**config.mk**
```make
export PLATFORM = sky130hd
export DESIGN_NAME = irq_arbiter
export DESIGN_NICKNAME = d
export VERILOG_FILES = /design/src/rtl/irq_arb_pkg.sv /design/src/rtl/irq_pend_store.sv /design/src/rtl/irq_pick.sv /design/src/rtl/irq_vec_reg.sv /design/src/rtl/irq_arbiter.sv
export SDC_FILE = /design/constraint.sdc
export NUM_CORES = 1
export LEC_CHECK = 0
export ABC_AREA = 1
export BUFFER_PORTS_ARGS = -buffer_cell sky130_fd_sc_hd__buf_2
export CAP_MARGIN = 20
export CORE_MARGIN = 2
export CORE_UTILIZATION = 45
export CTS_CLUSTER_SIZE = 16
export DETAILED_ROUTE_END_ITERATION = 16
export GPL_TIMING_DRIVEN = 0
export PLACE_DENSITY = 0.74
export SETUP_SLACK_MARGIN = 0.15
export SLEW_MARGIN = 30
export SYNTH_ARGS = -nofsm -noshare
export SYNTH_HDL_FRONTEND = slang
export SYNTH_SLANG_ARGS = --single-unit
```
**constraint.sdc**
```tcl
create_clock -name clk -period 8.6 [get_ports clk]
set_input_delay 1.72 -clock clk [delete_from_list [all_inputs] [get_ports clk]]
set_output_delay 1.72 -clock clk [all_outputs]
set_load 0.02 [all_outputs]
```
**src/rtl/irq_arb_pkg.sv**
```systemverilog
// Shared types for the interrupt arbiter.
// Assumes exactly four priority levels encoded in two bits.
package irq_arb_pkg;
    localparam int LVL_W = 2;
    localparam int N_LVL = 1 << LVL_W;
    typedef logic [LVL_W-1:0] lvl_t;
    localparam lvl_t LVL_UNMASKABLE = 2'd3;
endpackage

```
**src/rtl/irq_pend_store.sv**
```systemverilog
// Per-source pending bits and priority level registers.
// Assumes req_i is an already-conditioned one-cycle or level strobe;
// a set in the same cycle as a clear keeps the bit pending.
module irq_pend_store
    import irq_arb_pkg::*;
#(
    parameter int N_SRC = 8,
    parameter int IDX_W = $clog2(N_SRC)
) (
    input  logic                   clk,
    input  logic                   rst_n,
    input  logic [N_SRC-1:0]       req_i,
    input  logic [N_SRC-1:0]       clr_i,
    input  logic                   cfg_we_i,
    input  logic [IDX_W-1:0]       cfg_idx_i,
    input  lvl_t                   cfg_lvl_i,
    output logic [N_SRC-1:0]       pend_o,
    output lvl_t [N_SRC-1:0]       lvl_o
);
    for (genvar g = 0; g < N_SRC; g++) begin : g_src
        // Pending bit: set by request, cleared by acknowledge of this source.
        always_ff @(posedge clk) begin
            if (!rst_n) pend_o[g] <= 1'b0;
            else        pend_o[g] <= (pend_o[g] & ~clr_i[g]) | req_i[g];
        end

        // Level register: loaded when the write addresses this source.
        always_ff @(posedge clk) begin
            if (!rst_n)                                     lvl_o[g] <= '0;
            else if (cfg_we_i && cfg_idx_i == IDX_W'(g))    lvl_o[g] <= cfg_lvl_i;
        end
    end
endmodule

```
**src/rtl/irq_pick.sv**
```systemverilog
// Combinational winner selection: mask gate, highest level, lowest index.
// Assumes clr_i marks a source being acknowledged this cycle, which is
// excluded so the registered result never repeats an accepted source.
module irq_pick
    import irq_arb_pkg::*;
#(
    parameter int N_SRC = 8,
    parameter int IDX_W = $clog2(N_SRC)
) (
    input  logic [N_SRC-1:0]       pend_i,
    input  logic [N_SRC-1:0]       clr_i,
    input  lvl_t [N_SRC-1:0]       lvl_i,
    input  lvl_t                   mask_i,
    output logic                   hit_o,
    output logic [IDX_W-1:0]       idx_o,
    output lvl_t                   lvl_o
);
    logic [N_SRC-1:0]              elig;
    logic [N_LVL-1:0][N_SRC-1:0]   lvl_hit;
    logic [N_SRC-1:0]              row;

    for (genvar g = 0; g < N_SRC; g++) begin : g_elig
        assign elig[g] = pend_i[g] & ~clr_i[g] &
                         ((lvl_i[g] == LVL_UNMASKABLE) || (lvl_i[g] > mask_i));
        for (genvar l = 0; l < N_LVL; l++) begin : g_lvl
            assign lvl_hit[l][g] = elig[g] && (lvl_i[g] == lvl_t'(l));
        end
    end

    // Highest occupied level, then lowest index within that level.
    always_comb begin
        lvl_o = '0;
        for (int l = 0; l < N_LVL; l++) begin
            if (|lvl_hit[l]) lvl_o = lvl_t'(l);
        end
        row   = lvl_hit[lvl_o];
        idx_o = '0;
        for (int i = N_SRC - 1; i >= 0; i--) begin
            if (row[i]) idx_o = IDX_W'(i);
        end
        hit_o = |elig;
    end
endmodule

```
**src/rtl/irq_vec_reg.sv**
```systemverilog
// Output register stage and vector base register.
// Vector = base + 2 * source index, wrapping at ADDR_W bits.
module irq_vec_reg
    import irq_arb_pkg::*;
#(
    parameter int N_SRC  = 8,
    parameter int IDX_W  = $clog2(N_SRC),
    parameter int ADDR_W = 16
) (
    input  logic              clk,
    input  logic              rst_n,
    input  logic              base_we_i,
    input  logic [ADDR_W-1:0] base_d_i,
    input  logic              hit_i,
    input  logic [IDX_W-1:0]  idx_i,
    input  lvl_t              lvl_i,
    output logic              valid_o,
    output logic [IDX_W-1:0]  src_o,
    output lvl_t              lvl_o,
    output logic [ADDR_W-1:0] vec_o
);
    localparam int SLOT_SH = 1;

    logic [ADDR_W-1:0] base_q;

    // Base register holding the start of the vector table.
    always_ff @(posedge clk) begin
        if (!rst_n)         base_q <= '0;
        else if (base_we_i) base_q <= base_d_i;
    end

    // Register the arbitration result and its vector address.
    always_ff @(posedge clk) begin
        if (!rst_n) begin
            valid_o <= 1'b0;
            src_o   <= '0;
            lvl_o   <= '0;
            vec_o   <= '0;
        end else begin
            valid_o <= hit_i;
            src_o   <= hit_i ? idx_i : '0;
            lvl_o   <= hit_i ? lvl_i : '0;
            vec_o   <= hit_i ? base_q + (ADDR_W'(idx_i) << SLOT_SH) : '0;
        end
    end

    // presented vector sits in the two-word slot of the presented source.
    p_vec_slot_r7: assert property (@(posedge clk) disable iff (!rst_n)
        valid_o |-> vec_o == $past(base_q) + (ADDR_W'(src_o) << SLOT_SH));
endmodule

```
**src/rtl/irq_arbiter.sv**
```systemverilog
// Prioritised interrupt arbiter with vectoring (top level).
// Collects requests into pending bits, gates them by the status mask
// (level 3 bypasses it), picks highest level / lowest index, and
// registers source, level and vector. An acknowledge clears the winner.
module irq_arbiter
    import irq_arb_pkg::*;
#(
    parameter int N_SRC  = 8,
    parameter int IDX_W  = $clog2(N_SRC),
    parameter int ADDR_W = 16
) (
    input  logic              clk,
    input  logic              rst_n,
    input  logic [N_SRC-1:0]  req_i,
    input  logic              cfg_we_i,
    input  logic [IDX_W-1:0]  cfg_idx_i,
    input  logic [1:0]        cfg_lvl_i,
    input  logic              base_we_i,
    input  logic [ADDR_W-1:0] base_d_i,
    input  logic [1:0]        mask_i,
    input  logic              ack_i,
    output logic              irq_valid_o,
    output logic [IDX_W-1:0]  irq_src_o,
    output logic [1:0]        irq_lvl_o,
    output logic [ADDR_W-1:0] irq_vec_o
);
    logic [N_SRC-1:0]  pend_w;
    logic [N_SRC-1:0]  clr_w;
    lvl_t [N_SRC-1:0]  lvl_w;
    logic              hit_w;
    logic [IDX_W-1:0]  idx_w;
    lvl_t              win_lvl_w;
    logic [N_SRC-1:0]  top_w;

    // Acknowledge decode: one-hot clear of the presented winner.
    always_comb begin
        clr_w = '0;
        if (ack_i && irq_valid_o) clr_w[irq_src_o] = 1'b1;
    end

    irq_pend_store #(.N_SRC(N_SRC), .IDX_W(IDX_W)) u_store (
        .clk       (clk),
        .rst_n     (rst_n),
        .req_i     (req_i),
        .clr_i     (clr_w),
        .cfg_we_i  (cfg_we_i),
        .cfg_idx_i (cfg_idx_i),
        .cfg_lvl_i (cfg_lvl_i),
        .pend_o    (pend_w),
        .lvl_o     (lvl_w)
    );

    irq_pick #(.N_SRC(N_SRC), .IDX_W(IDX_W)) u_pick (
        .pend_i (pend_w),
        .clr_i  (clr_w),
        .lvl_i  (lvl_w),
        .mask_i (mask_i),
        .hit_o  (hit_w),
        .idx_o  (idx_w),
        .lvl_o  (win_lvl_w)
    );

    irq_vec_reg #(.N_SRC(N_SRC), .IDX_W(IDX_W), .ADDR_W(ADDR_W)) u_out (
        .clk       (clk),
        .rst_n     (rst_n),
        .base_we_i (base_we_i),
        .base_d_i  (base_d_i),
        .hit_i     (hit_w),
        .idx_i     (idx_w),
        .lvl_i     (win_lvl_w),
        .valid_o   (irq_valid_o),
        .src_o     (irq_src_o),
        .lvl_o     (irq_lvl_o),
        .vec_o     (irq_vec_o)
    );

    // Marks sources configured at the unmaskable level (assertion support).
    for (genvar g = 0; g < N_SRC; g++) begin : g_top
        assign top_w[g] = (lvl_w[g] == LVL_UNMASKABLE);
    end

    // a presented winner is still pending.
    p_winner_pending_r2: assert property (@(posedge clk) disable iff (!rst_n)
        irq_valid_o |-> pend_w[irq_src_o]);

    // a maskable winner exceeded the mask in force when it was picked.
    p_mask_gate_r4: assert property (@(posedge clk) disable iff (!rst_n)
        (irq_valid_o && irq_lvl_o != LVL_UNMASKABLE) |-> irq_lvl_o > $past(mask_i));

    // an eligible level-3 request always produces a level-3 winner.
    p_unmaskable_r3: assert property (@(posedge clk) disable iff (!rst_n)
        (|(pend_w & ~clr_w & top_w)) |=> (irq_valid_o && irq_lvl_o == LVL_UNMASKABLE));

    // acknowledge without a coinciding request drops the pending bit.
    p_ack_clear_r8: assert property (@(posedge clk) disable iff (!rst_n)
        (ack_i && irq_valid_o && !req_i[irq_src_o]) |=> !pend_w[$past(irq_src_o)]);
endmodule

```
# Yosys cells after proc, flatten, opt, wreduce, memory -nomap -nowiden
# Index checks and enable logic that the tools add are counted.
classes:
  n_mux: 16
  add_sub_neg: 1
  order_cmp: 11
  eq_ne: 31
  reduce_logical: 64
  bitwise: 32
ops:
  columns: ["cell", "n"]
  rows:
  - ["logical AND 1 bit", 42]
  - ["equality test 2 bit, second input constant", 16]
  - ["OR reduction 8 bit", 4]
  - ["2-to-1 mux 3 bit", 8]
  - ["adder 16 x 4 -> 16 bit", 1]
  - ["AND 1 bit", 16]
  - ["binary-select mux 8 bit (select 2 bit)", 1]
  - ["equality test 2 x 1 -> 1 bit, second input constant", 8]
  - ["greater-than comparator 2 bit", 8]
  - ["logical NOT 2 bit", 8]
  - ["2-to-1 mux 8 bit", 2]
  - ["equality test 3 bit, second input constant", 4]
  - ["logical OR 1 bit", 8]
  - ["NOT 1 bit", 8]
  - ["OR 1 bit", 8]
  - ["equality test 3 x 2 -> 1 bit, second input constant", 2]
  - ["< comparator 3 x 4 -> 1 bit, second input constant", 1]
  - ["2-to-1 mux 2 bit", 2]
  - ["demux 1 bit (select 3 bit)", 1]
  - ["equality test 3 x 1 -> 1 bit, second input constant", 1]
  - [">= comparator 3 x 1 -> 1 bit, second input constant", 1]
  - ["logical NOT 3 bit", 1]
  - ["< comparator 2 x 3 -> 1 bit, second input constant", 1]
  - ["2-to-1 mux 1 bit", 2]
  - ["AND reduction 2 bit", 1]
word_totals:
  input_bits: 36
  regBits: 62
  output_inout_bits: 22

# Longest topological paths before layout
depth:
  depth_word: 24
  depth_mapped: 39
  ltp_nobuf: 38

# Modules after synthesis
# From an unflattened synthesis, not the netlist that was laid out.
unflattened:
  cells_unflattened: 615
  hier_area_um2: 4011.3
by_module_without_submodules:
  columns: ["module", "instances", "seq_area_each_um2", "area_each_um2", "cells_per_inst"]
  rows:
  - ["irq_vec_reg", 1, 760.7, 1561.5, 211]
  - ["irq_pick", 1, 0.0, 1416.4, 246]
  - ["irq_pend_store", 1, 480.5, 967.2, 141]
  - ["irq_arbiter", 1, 0.0, 66.3, 17]

# Least setup slack after synthesis
# Ideal clock, no wire load.
synth_path:
  path_kind: "input to register"
  start: "input mask_i[1]"
  end: "register u_out.vec_o[15]"
  t_arrival_ns: 5.046
  path_slack_ns: 3.435
  path_stages: 34
  path_buffers: 1
  cell_sequence: "inv_1 > ha_1 > nand2_1 > nand2_1 > nand2_1 > nand2_1 > nand3_2 > nand2_1 > nor2_4 > nand2_4 > nand2_1 > nand2_2 > buf_6 > a21oi_1 > nor2_2 > nand2_1 > nand2_1 > nand2_1 > nand2_1 > nand2_1 > nand2_1 > inv_1 > ha_1 > fa_1 > nand2_1 > inv_1 > o21ai_0 > nor2_1 > nand2_1 > nor3_1 > nand3_1 > nor2_1 > nand4_1 > nor3b_1"
synth_via:
  elab_chain_len: 19
synth_rtl:
  columns: ["item", "line_no", "source"]
  rows:
  - ["from (decl)", "irq_arbiter.sv:20", "input logic [1:0] mask_i,"]
  - ["greater-than comparator 2 bit", "irq_pick.sv:24", "((lvl_i[g] == LVL_UNMASKABLE) || (lvl_i[g] > mask_i));"]
  - ["logical OR 1 bit", "irq_pick.sv:24", null]
  - ["AND 1 bit", "irq_pick.sv:23", "assign elig[g] = pend_i[g] & ~clr_i[g] &"]
  - ["logical AND 1 bit", "irq_pick.sv:26", "assign lvl_hit[l][g] = elig[g] && (lvl_i[g] == lvl_t'(l));"]
  - ["OR reduction 8 bit", "irq_pick.sv:34", "if (|lvl_hit[l]) lvl_o = lvl_t'(l);"]
  - ["2-to-1 mux 1 bit", "irq_pick.sv:34", null]
  - ["2-to-1 mux 2 bit (2 in series)", "irq_pick.sv:34", null]
  - ["binary-select mux 8 bit (select 2 bit) *", "irq_pick.sv:36", "row = lvl_hit[lvl_o];"]
  - ["2-to-1 mux 8 bit (not written as such) *", "irq_pick.sv:36", null]
  - ["2-to-1 mux 3 bit (7 in series)", "irq_pick.sv:39", "if (row[i]) idx_o = IDX_W'(i);"]
  - ["2-to-1 mux 3 bit *", "irq_pick.sv:39", null]
  - ["via idx_w[0]", "irq_arbiter.sv:31", "logic [IDX_W-1:0] idx_w;"]
  - ["adder 16 x 4 -> 16 bit *", "irq_vec_reg.sv:43", "vec_o <= hit_i ? base_q + (ADDR_W'(idx_i) << SLOT_SH) : '0;"]
  - ["to (signal assigned)", "irq_vec_reg.sv:43", null]
  - ["to (decl)", "irq_vec_reg.sv:20", "output logic [ADDR_W-1:0] vec_o"]
# The timed path passes the listed nets; every way through them passes the cells marked *. The select of a mux whose other input is x is not followed.
# A chain may end at the register's enable or synchronous reset.

# Worst setup path in the final report
# Ends and elaborated chain as after synthesis.

==> out/summary.md <==
Clock input transition at the sequential cells of the worst setup and hold paths: 0.08 ns. Global routing finished with a remaining overflow of 0. In this run the static leakage power is 2.159 nW.

The first TritonRoute pass finished after 5 iterations. The delay of the slowest cell on the worst path is 0.32 ns, and the global-route wire length before repair is 14510 um. The Yosys warning count was 0; the number of global-route vias before repair was 3296. Ranked by total cell area, the synthesized netlist is headed by dfxtp_1 34%, nand2_1 12%, nor2_1 10%.

The finished layout holds 725 standard cells, fillers aside. Synthesis instantiated 34 different standard cells from the library. Between clock sinks in the finished design, the worst skew comes to 0.01341 ns. The I/O pin total came out at 58. Counting the fill cells in the layout gives 777. The final critical path time including I/O delays and setup was 5.851 ns. The synthesized design contains 0 enable-type register cells.

Most common cell in the synthesized netlist: nand2_1. The run gives 6.11 ns as the data arrival time of the worst path. The number of rows in the core area was 32; the routed length on met3 was 485 um. The areal power density over the cells was 167.8 nW/um2; the number of max-cap violations was 0. In the synthesized netlist the async set-or-reset flop fraction comes to 0%. The main flop type after synthesis is dfxtp_1. Global routing used 21.05% of the available tracks across all layers.

In this run the worst path has a maximum fanout of 8. Post-detailed-route via-to-cell ratio: 5.022. For the number of DRC violations after detailed-routing iteration 0, the log shows 216.

The tools report the power consumption as 0.7117 mW. The flow ran to the end, and the final reports show no timing, DRC or antenna violations. The final critical-path share of the clock period came out at 68.03%. STA classifies the critical path endpoint as a register.

The count of buffers inserted at the top-level ports works out to 57. The tightest hold path in the finished design has a slack of 0.4337 ns. The tools report the placed instance count as 709. The die covers 8806 um2. After synthesis the netlist holds a flip-flop and latch count of 62. The number of max-slew violations in the final report was 0.

Placeable core region: 7767 um2. The highest clock frequency the design can meet was 170.9 MHz; the number of buffers inserted by hold repair at cts was 0. In this run the remaining antenna-violating nets after routing total 0.

Topmost layer with routed signal wires: met4. The die boundary width was 93.84 um; the H-tree depth was 3. The run gives 2 as the number of buffers on the longest clock path.

The cell taking the most area after synthesis was dfxtp_1. The number of setup buffers added after CTS is 0. The area growth from synthesis to layout is 16.78%. The tools report the total half-perimeter wirelength after legalization and detailed placement as 6937 um. Antenna diode count: 0. For the sum of negative setup slack, the log shows 0 ns.

The worst slew margin relative to its limit was 57.63%; the worst ir drop on vdd was 0.09105 mV. The slowest stage of the critical path belongs to the cell ha_1. Counting the buffers created by CTS gives 9. Measured along the y axis, the die boundary spans 93.84 um. Cells with a size suffix above 1 make up 17.82% of the layout.

STA puts the critical path data required time at 8.86 ns. Summed over all layers, the routed wires come to 8829 um. Setup repair after global routing left no endpoint under its margin.

The area share of the largest cell type after synthesis is 34.17%. Ranked by instance count, the synthesized netlist is headed by 116 x nand2_1, 97 x nor2_1, 78 x inv_1. Setup violations remaining at the end of the flow were counted as 0.

The initial antenna violation count is 0. The most numerous cell type found on the critical path is nand2_1. The residual DRC count was 0; the via count was 3641.

The maximum number of pins on one net before global-route repair was 13; the mean routed wirelength per cell was 12.18 um. The cell sitting at the root of the clock tree is a clkbuf_8. Startpoint kind of the worst setup timing path: an input pin. The clock network latency to the later pin of the worst-skew pair came out at 0.35 ns. At the end of routability-driven placement, the weighted congestion stood at 0.9203.

Counting every net in the synthesized netlist gives 606. For this run, the post-layout net count is 674. For the pin with the worst max-slew slack, the measured transition is 0.6355 ns. The mapped netlist covers 3632 um2.

Met2 wirelength from detailed routing: 3993 um. The logs give 0 for the count of final hold-check violations and 550 for the cell count after synthesis. For this block, wires on met1 add up to 4088 um. The least setup slack across all paths after layout was 2.749 ns. The synthesized area per cell was 6.604 um2; the post-placement worst setup slack was 2.474 ns. TritonCTS built the clock tree.

After clock tree synthesis, the repair step resized 0 gates. The path type of the worst min-delay path is reg -> reg. The count of clock tree sinks is 62. Once the floorplan was initialized, standard cells occupied 46.76% of the core. For this run, the register share of the synthesized area comes to 34.17%. The start-to-end type of the worst setup path was in -> reg.
==> final cells by class <==
type	count	area [um2]	area share, %
inverters	86	324.1	7.640
clock inverters	7	72.57	1.711
clock buffers	9	123.9	2.920
multi-input cells	394	2029	47.85
plain buffers	8	37.54	0.8850
flip-flops and latches	62	1241	29.26
repair buffers	57	285.3	6.726
well taps	102	127.6	3.009
==> flip-flops by register name, indices dropped and copies added, names as in the netlist <==
name,flops
u_store.pend_o,8
u_out.base_q,16
u_out.src_o,3
u_out.lvl_o,2
u_store.lvl_o,16
u_out.valid_o,1
u_out.vec_o,16
==> report_power, final <==
group / switching [mW] / internal (mW)
registers: 0.0119 / 0.305
clock network: 0.120 / 0.134
logic: 0.0921 / 0.0481
==> critical path, delay by kind of cell <==
kind | cells | cell delay, ns
fa+ha+maj | 3 | 0.73
buf+inv | 7 | 0.82
compound gates | 4 | 0.55
simple gates | 20 | 2.28
==> cells by family (layout without fill, tap and decap cells) <==
logic type	after synthesis	in the layout	synth area share [%]
buffers and inverters	94	167	9.955
DFF	62	62	34.17
adders and majority gates	20	20	7.096
AOI/OAI and AO/OA	88	88	13.47
xor gates and xnor gates	5	5	1.206
and+or+nand+nor	281	281	34.10
==> path summary, 6_finish.rpt <==
check	slack [ns]	to	startpoint	cells past startpoint
hold / removal	0.43	u_out.vec_o[0]	u_out.base_q[0]	2
hold reg to reg	0.43	u_out.vec_o[0]	u_out.base_q[0]	2
setup reg to reg	4.12	u_out.vec_o[15]	u_store.lvl_o[5]	32
setup / recovery	2.75	u_out.vec_o[15]	mask_i[1]	34
==> stage by stage <==
step | cell area (um2) | util (%)
CTS | 4242 | 54.61
detailed placement | 4045 | 52.08
global route | 4242 | 54.61
global placement | 4045 | 52.08
finish | 4242 | 54.61
floorplan | 3632 | -
==> cells in the final DEF, fill, tap and decap left out, drive strengths merged, types with 2 or more instances in the layout <==
| master | Yosys | routed |
|---|---|---|
| a21boi | 5 | 5 |
| a21oi | 30 | 30 |
| a31oi | 4 | 4 |
| buf | 2 | 59 |
| clkbuf | 6 | 15 |
| clkinv | 3 | 6 |
| clkinvlp | 0 | 2 |
| dfxtp | 62 | 62 |
| ha | 19 | 19 |
| inv | 83 | 84 |
| nand2 | 119 | 119 |
| nand3 | 33 | 33 |
| nand4 | 2 | 2 |
| nor2 | 111 | 111 |
| nor3 | 13 | 13 |
| o21ai | 44 | 44 |
| o21bai | 2 | 2 |
| or2 | 2 | 2 |
| xnor2 | 3 | 3 |
| xor2 | 2 | 2 |
==> routing by layer <==
layer,vias to the layer above,track usage [%]
met2,95,33.99
met4,0,9.783
li1,1874,-
met1,1650,26.73
met5,-,0
met3,22,4.575
Power figures use the tool's default switching activity.
